[config.mk]
export PLATFORM = sky130hd
export DESIGN_NAME = istruct_mem
export DESIGN_NICKNAME = d
export VERILOG_FILES = /design/src/rtl/istr_pkg.sv /design/src/rtl/istr_free_pool.sv /design/src/rtl/istr_node_store.sv /design/src/rtl/istr_loc_table.sv /design/src/rtl/istruct_mem.sv
export SDC_FILE = /design/constraint.sdc
export NUM_CORES = 1
export LEC_CHECK = 0
export ABC_CLOCK_PERIOD_IN_PS = 4710
export BUFFER_PORTS_ARGS = -buffer_cell sky130_fd_sc_hd__buf_2
export CAP_MARGIN = 10
export CORE_MARGIN = 5
export CORE_UTILIZATION = 40
export DETAILED_ROUTE_END_ITERATION = 6
export GPL_ROUTABILITY_DRIVEN = 0
export PLACE_DENSITY = 0.61
export SLEW_MARGIN = 40
export SYNTH_ARGS = -nofsm -noshare
export SYNTH_HDL_FRONTEND = slang
export SYNTH_SLANG_ARGS = --single-unit
export TNS_END_PERCENT = 100
[constraint.sdc]
create_clock -name clk -period 4.71 [get_ports clk]
set_input_delay 0.471 -clock clk [delete_from_list [all_inputs] [get_ports clk]]
set_output_delay 0.471 -clock clk [all_outputs]
set_load 0.02 [all_outputs]
[src/rtl/istr_pkg.sv]
package istr_pkg;
  typedef enum logic {
    ST_IDLE   = 1'b0,
    ST_REPLAY = 1'b1
  } istr_state_e;
endpackage

[src/rtl/istr_free_pool.sv]
// Bitmap of free list nodes; lowest free index is handed out first.
module istr_free_pool #(
  parameter int N  = 16,
  parameter int IW = $clog2(N)
) (
  input  logic          clk,
  input  logic          rst_n,
  input  logic          alloc_en,
  input  logic          rel_en,
  input  logic [IW-1:0] rel_idx,
  output logic [IW-1:0] alloc_idx,
  output logic [N-1:0]  free_map
);
  logic [N-1:0] free_q, free_d;

  always_comb begin
    alloc_idx = '0;
    for (int i = N - 1; i >= 0; i--) begin
      if (free_q[i]) alloc_idx = IW'(i);
    end
  end

  always_comb begin
    free_d = free_q;
    if (alloc_en) free_d[alloc_idx] = 1'b0;
    if (rel_en)   free_d[rel_idx]   = 1'b1;
  end

  always_ff @(posedge clk or negedge rst_n) begin
    if (!rst_n)                  free_q <= '1;
    else if (alloc_en || rel_en) free_q <= free_d;
  end

  assign free_map = free_q;
endmodule

[src/rtl/istr_node_store.sv]
// Tag and successor pointer for every list node.
module istr_node_store #(
  parameter int N  = 16,
  parameter int IW = $clog2(N),
  parameter int TW = 4
) (
  input  logic          clk,
  input  logic          wr_en,
  input  logic [IW-1:0] wr_idx,
  input  logic [TW-1:0] wr_tag,
  input  logic          lk_en,
  input  logic [IW-1:0] lk_idx,
  input  logic [IW-1:0] lk_next,
  input  logic [IW-1:0] rd_idx,
  output logic [TW-1:0] rd_tag,
  output logic [IW-1:0] rd_next
);
  logic [TW-1:0] tag_q  [N];
  logic [IW-1:0] next_q [N];

  always_ff @(posedge clk) begin
    if (wr_en) tag_q[wr_idx]  <= wr_tag;
    if (lk_en) next_q[lk_idx] <= lk_next;
  end

  assign rd_tag  = tag_q[rd_idx];
  assign rd_next = next_q[rd_idx];
endmodule

[src/rtl/istr_loc_table.sv]
// Per-location presence flag, word, and pending list head/tail.
module istr_loc_table #(
  parameter int DEPTH = 16,
  parameter int AW    = $clog2(DEPTH),
  parameter int DW    = 16,
  parameter int IW    = 4
) (
  input  logic          clk,
  input  logic          rst_n,
  input  logic [AW-1:0] a_addr,
  output logic          a_full,
  output logic          a_pend,
  output logic [IW-1:0] a_head,
  output logic [IW-1:0] a_tail,
  input  logic [AW-1:0] b_addr,
  output logic          b_full,
  output logic          b_pend,
  output logic [IW-1:0] b_tail,
  output logic [DW-1:0] b_data,
  input  logic          set_en,
  input  logic [AW-1:0] set_addr,
  input  logic [DW-1:0] set_data,
  input  logic          app_en,
  input  logic [AW-1:0] app_addr,
  input  logic [IW-1:0] app_node
);
  logic [DEPTH-1:0] full_q, full_d, pend_q, pend_d;
  logic [DW-1:0]    data_q [DEPTH];
  logic [IW-1:0]    head_q [DEPTH];
  logic [IW-1:0]    tail_q [DEPTH];

  always_comb begin
    full_d = full_q;
    pend_d = pend_q;
    if (set_en) begin
      full_d[set_addr] = 1'b1;
      pend_d[set_addr] = 1'b0;
    end
    if (app_en) pend_d[app_addr] = 1'b1;
  end

  always_ff @(posedge clk or negedge rst_n) begin
    if (!rst_n) begin
      full_q <= '0;
      pend_q <= '0;
    end else if (set_en || app_en) begin
      full_q <= full_d;
      pend_q <= pend_d;
    end
  end

  always_ff @(posedge clk) begin
    if (set_en) data_q[set_addr] <= set_data;
    if (app_en) begin
      tail_q[app_addr] <= app_node;
      if (!pend_q[app_addr]) head_q[app_addr] <= app_node;
    end
  end

  assign a_full = full_q[a_addr];
  assign a_pend = pend_q[a_addr];
  assign a_head = head_q[a_addr];
  assign a_tail = tail_q[a_addr];
  assign b_full = full_q[b_addr];
  assign b_pend = pend_q[b_addr];
  assign b_tail = tail_q[b_addr];
  assign b_data = data_q[b_addr];
endmodule

[src/rtl/istruct_mem.sv]
module istruct_mem
  import istr_pkg::*;
#(
  parameter int ADDR_W = 4,
  parameter int DATA_W = 16,
  parameter int TAG_W  = 4,
  parameter int POOL   = 16
) (
  input  logic              clk,
  input  logic              rst_n,
  input  logic              wr_valid,
  output logic              wr_ready,
  input  logic [ADDR_W-1:0] wr_addr,
  input  logic [DATA_W-1:0] wr_data,
  output logic              wr_err,
  input  logic              rd_valid,
  output logic              rd_ready,
  input  logic [ADDR_W-1:0] rd_addr,
  input  logic [TAG_W-1:0]  rd_tag,
  output logic              rsp_valid,
  output logic [TAG_W-1:0]  rsp_tag,
  output logic [DATA_W-1:0] rsp_data
);
  localparam int DEPTH = 1 << ADDR_W;
  localparam int IW    = $clog2(POOL);

  istr_state_e   state_q, state_d;
  logic [IW-1:0] cur_q, cur_d, rtail_q, rtail_d;
  logic [DATA_W-1:0] rdata_q, rdata_d;
  logic              rsp_valid_d, err_d;
  logic [TAG_W-1:0]  rsp_tag_d;
  logic [DATA_W-1:0] rsp_data_d;

  logic          a_full, a_pend, b_full, b_pend;
  logic [IW-1:0] a_head, a_tail, b_tail;
  logic [DATA_W-1:0] b_data;
  logic [IW-1:0] alloc_idx, nd_next;
  logic [TAG_W-1:0] nd_tag;
  logic [POOL-1:0]  free_map;
  logic wr_fire, rd_fire, wr_first, wr_dup, rd_hit, rd_miss, replaying, last;

  assign replaying = (state_q == ST_REPLAY);
  assign wr_ready  = !replaying;
  assign rd_ready  = !replaying && !wr_valid && (|free_map);
  assign wr_fire   = wr_valid && wr_ready;
  assign rd_fire   = rd_valid && rd_ready;
  assign wr_first  = wr_fire && !a_full;
  assign wr_dup    = wr_fire && a_full;
  assign rd_hit    = rd_fire && b_full;
  assign rd_miss   = rd_fire && !b_full;
  assign last      = (cur_q == rtail_q);

  istr_loc_table #(.DEPTH(DEPTH), .AW(ADDR_W), .DW(DATA_W), .IW(IW)) u_loc (
    .clk(clk), .rst_n(rst_n),
    .a_addr(wr_addr), .a_full(a_full), .a_pend(a_pend), .a_head(a_head), .a_tail(a_tail),
    .b_addr(rd_addr), .b_full(b_full), .b_pend(b_pend), .b_tail(b_tail), .b_data(b_data),
    .set_en(wr_first), .set_addr(wr_addr), .set_data(wr_data),
    .app_en(rd_miss), .app_addr(rd_addr), .app_node(alloc_idx)
  );

  istr_free_pool #(.N(POOL), .IW(IW)) u_pool (
    .clk(clk), .rst_n(rst_n),
    .alloc_en(rd_miss), .rel_en(replaying), .rel_idx(cur_q),
    .alloc_idx(alloc_idx), .free_map(free_map)
  );

  istr_node_store #(.N(POOL), .IW(IW), .TW(TAG_W)) u_node (
    .clk(clk),
    .wr_en(rd_miss), .wr_idx(alloc_idx), .wr_tag(rd_tag),
    .lk_en(rd_miss && b_pend), .lk_idx(b_tail), .lk_next(alloc_idx),
    .rd_idx(cur_q), .rd_tag(nd_tag), .rd_next(nd_next)
  );

  always_comb begin
    state_d     = state_q;
    cur_d       = cur_q;
    rtail_d     = rtail_q;
    rdata_d     = rdata_q;
    rsp_valid_d = 1'b0;
    rsp_tag_d   = rsp_tag;
    rsp_data_d  = rsp_data;
    err_d       = wr_dup;
    if (replaying) begin
      rsp_valid_d = 1'b1;
      rsp_tag_d   = nd_tag;
      rsp_data_d  = rdata_q;
      if (last) state_d = ST_IDLE;
      else      cur_d   = nd_next;
    end else begin
      if (wr_first && a_pend) begin
        state_d = ST_REPLAY;
        cur_d   = a_head;
        rtail_d = a_tail;
        rdata_d = wr_data;
      end
      if (rd_hit) begin
        rsp_valid_d = 1'b1;
        rsp_tag_d   = rd_tag;
        rsp_data_d  = b_data;
      end
    end
  end

  always_ff @(posedge clk or negedge rst_n) begin
    if (!rst_n) begin
      state_q   <= ST_IDLE;
      rsp_valid <= 1'b0;
      wr_err    <= 1'b0;
    end else begin
      state_q   <= state_d;
      rsp_valid <= rsp_valid_d;
      wr_err    <= err_d;
    end
  end

  always_ff @(posedge clk) begin
    if (rsp_valid_d) begin
      rsp_tag  <= rsp_tag_d;
      rsp_data <= rsp_data_d;
    end
    if (wr_first || replaying) begin
      cur_q   <= cur_d;
      rtail_q <= rtail_d;
      rdata_q <= rdata_d;
    end
  end
endmodule

==> results.json <==
{
  "leakage_nw": 9.272,
  "cts_max_level": 2,
  "synth_area_um2": 24880,
  "postCtsSetupBuffers": 0,
  "slew_violations": 0,
  "worstMarginPinSlew_ns": 0.7788,
  "cap_violations": 0,
  "synth_async_sr_flop_share": 0.08347,
  "synth_xor_area_frac": 0.001408,
  "final_critical_path_setup_slack_ns": 1.416,
  "drtPass1Iterations": 4,
  "top_cells_by_count_synth": "556 x sky130_fd_sc_hd__edfxtp_1, 173 x sky130_fd_sc_hd__mux4_2, 85 x sky130_fd_sc_hd__nand2_1",
  "worst-setup-path-type": "flop to output port",
  "synth_fp_nets": 1312,
  "detailed_route_via_count": 12550,
  "place.detailed.instances": 2142,
  "timing.final.setup_violations": 0,
  "type_of_element_capturing_the_critical_path": "output port",
  "grt_pass1_vias": 13100,
  "period_minus_slack_ns": 3.294,
  "finalCritPeriodShare": 0.6993,
  "clk_transition_reported_paths_ns": 0.06,
  "post_route_non_filler_standard_cell_count": 2260,
  "synth_flop_cell": "sky130_fd_sc_hd__edfxtp_1",
  "route.detailed.vias_per_inst": 5.554,
  "preCtsSetupSlack_ns": 1.024,
  "drive_above_1_share": 0.3206,
  "grt_pass1_wl_um": 85490,
  "start_kind": "flop",
  "buffer_ports.inserted": 55,
  "dp.final_hpwl_um": 34460,
  "pin_count": 56,
  "setup_total_negative_slack_ns": 0,
  "die-height_um": 259.4,
  "synth.ff_latch_count": 611,
  "cell_taking_the_most_area_after_synthesis": "sky130_fd_sc_hd__edfxtp_1",
  "synth_compound_area_frac": 0.02539,
  "synth_edf_count": 556,
  "cts_buffer_count": 60,
  "routedWlPerCell_um": 25.08,
  "drt-initial-drc-count": 1120,
  "timing.critical_path.required_ns": 4.24,
  "pwr_density_cell_nw_per_um2": 510.3,
  "power_mw": 14.47,
  "start_util": 0.4032,
  "drc": 0,
  "outcome": "complete, no violations",
  "synthesis.yosys.warnings": 0,
  "timing.max_slew.rel_slack": 0.4808,
  "max_freq_ghz": 0.3036,
  "synth.area.mux_share": 0.1776,
  "rsz0062_at_grt": "false",
  "synthDominantCellAreaShare": 0.6710,
  "postSynthAreaPerCell_um2": 19.44,
  "synth_seq_area_share": 0.7263,
  "die-area_um2": 67290,
  "overflow": 0,
  "setup_skew_after_layout_ns": 0.02319,
  "post_synth_and_or_nand_nor_area_fraction": 0.05386,
  "clock_sink_count": 611,
  "post-synth-top-count-cell": "sky130_fd_sc_hd__edfxtp_1",
  "worstHoldPathType": "primary input to flop",
  "tritoncts": "yes",
  "dpl_cell_area_um2": 26330,
  "worst-endpoint-arrival_ns": 2.82,
  "area_contributors_post_synth": "sky130_fd_sc_hd__edfxtp_1 67%, sky130_fd_sc_hd__mux4_2 16%, sky130_fd_sc_hd__dfrtp_1 3.5%",
  "grt_usage": 0.1682,
  "crit_fanout": 11,
  "floorplan.core_area_um2": 61710,
  "timing.final.hold_violations": 0,
  "die_width_um": 259.4,
  "final_net_count": 1400,
  "totalWireLength_um": 56680,
  "ctsLongestPathBuffers": 3,
  "areaGrowthSynthToFinish_pct": 13.96,
  "combinational_family_with_the_most_area_after_synthesis": "multiplexers",
  "detail-route-antenna-nets": 0,
  "grt_max_degree": 54,
  "root_buffer_cell": "sky130_fd_sc_hd__clkbuf_16",
  "power.ir.vdd_worst_mv": 0.3450,
  "post_synth_inst_count": 1280,
  "clk_latency_ns": 0.63,
  "final_area_um2": 28350,
  "placement_rows": 91,
  "number_of_antenna_violations_at_the_first_check_in_global_routing": 6,
  "post_synth_fa_ha_maj_area_fraction": 0,
  "synth_cell_type_count": 57
}
final cells by class:
| cell class | instances | area, um2 |
|---|---|---|
| flip-flops and latches | 611 | 18080 |
| inverters | 14 | 52.55 |
| diodes | 4 | 10.01 |
| clock buffers | 91 | 1728 |
| multi-input cells | 582 | 6533 |
| clock inverters | 22 | 250.2 |
| well taps | 837 | 1047 |
| fillers | 5199 | 33360 |
| repair buffers | 99 | 653.1 |
path summary, 6_finish.rpt:
path                       slack, ns             endpoint  cells past startpoint               start
max reg2reg                     1.66   u_loc.head_q[4][1]                      7    u_loc.full_q[15]
min reg2reg                     0.49      u_loc.full_q[2]                      1     u_loc.full_q[2]
min                             0.23  u_loc.data_q[15][9]                      1          wr_data[9]
max                             1.42             rd_ready                      4  u_pool.free_map[3]
max in group asynchronous       3.66            replaying                      3               rst_n
min in group asynchronous       0.52            replaying                      3               rst_n
registers in the layout, indices dropped and copies added, names as in the netlist, 16 cells and up, named ones only:
register and flops:
rdata_q 16, rsp_data 16, u_loc.data_q 256, u_loc.full_q 16, u_loc.head_q 64, u_loc.pend_q 16, u_loc.tail_q 64, u_node.next_q 64
u_node.tag_q 64, u_pool.free_map 16
cells by family (layout without fill, tap and decap cells):
family / after synthesis / count (layout)
other cells: 0 / 4
buf+inv: 87 / 226
compound gates: 93 / 93
mux: 210 / 210
xor+xnor: 4 / 4
flops: 611 / 611
simple gates: 275 / 275
routing by layer:
metal,wire (um),share of wire,vias up,track usage
met3,3845,0.068,71,0.03599
li1,-,-,5392,-
met2,27440,0.48,415,0.2693
met5,27,0.00048,-,0
met4,1056,0.019,4,0.03904
met1,24310,0.43,6671,0.2399
power by group:
part | leakage (nW) | internal (mW) | switching [mW]
registers | 5.75 | 6.73 | 0.490
clock network | 0.957 | 2.71 | 2.03
logic | 2.57 | 0.978 | 1.54
total | 9.27 | 10.4 | 4.06
cells in the final DEF (no fill, tap or decap), types with 4 or more instances in the layout:
master	count
sky130_fd_sc_hd__mux2i_1	11
sky130_fd_sc_hd__nor4_1	8
sky130_fd_sc_hd__xnor2_1	4
sky130_fd_sc_hd__or3_1	6
sky130_fd_sc_hd__mux2_2	18
sky130_fd_sc_hd__mux4_2	173
sky130_fd_sc_hd__nor2_1	51
sky130_fd_sc_hd__inv_1	13
sky130_fd_sc_hd__nor2b_1	13
sky130_fd_sc_hd__a22oi_1	6
sky130_fd_sc_hd__or2_2	22
sky130_fd_sc_hd__nand2b_1	17
sky130_fd_sc_hd__clkinv_2	8
sky130_fd_sc_hd__clkbuf_16	60
sky130_fd_sc_hd__nor3_1	21
sky130_fd_sc_hd__o2bb2ai_1	5
sky130_fd_sc_hd__nor2_2	18
sky130_fd_sc_hd__buf_4	40
sky130_fd_sc_hd__dfrtp_1	34
sky130_fd_sc_hd__diode_2	4
sky130_fd_sc_hd__buf_2	53
sky130_fd_sc_hd__edfxtp_1	556
sky130_fd_sc_hd__dfstp_2	16
sky130_fd_sc_hd__o31ai_1	4
sky130_fd_sc_hd__clkbuf_8	11
sky130_fd_sc_hd__a211oi_1	6
sky130_fd_sc_hd__nand3_1	13
sky130_fd_sc_hd__nor4_2	7
sky130_fd_sc_hd__clkbuf_1	20
sky130_fd_sc_hd__o21ai_0	43
sky130_fd_sc_hd__nand2_1	85
sky130_fd_sc_hd__mux4_1	8
repair_timing:
action	4_1_cts	5_1_grt
hold buffers	1	0
endpoints found under the hold margin	32	0
gates resized for setup	0	0
through the flow:
step	hold WS (ns)	utilization
floorplan	0.1754	-
global placement	0.4842	0.4261
detailed placement	0.4705	0.4267
CTS	0.1827	0.4589
global route	0.2143	0.4593
finish	0.2263	0.4595
worst max-delay path: stages, from the launching register on:
cell,delay [ns]
sky130_fd_sc_hd__dfstp_2,0.41
sky130_fd_sc_hd__nor4_2,0.69
sky130_fd_sc_hd__and4_1,0.67
sky130_fd_sc_hd__nor3_1,0.22
sky130_fd_sc_hd__buf_2,0.22
No activity file was read; power rests on OpenSTA's default activity.
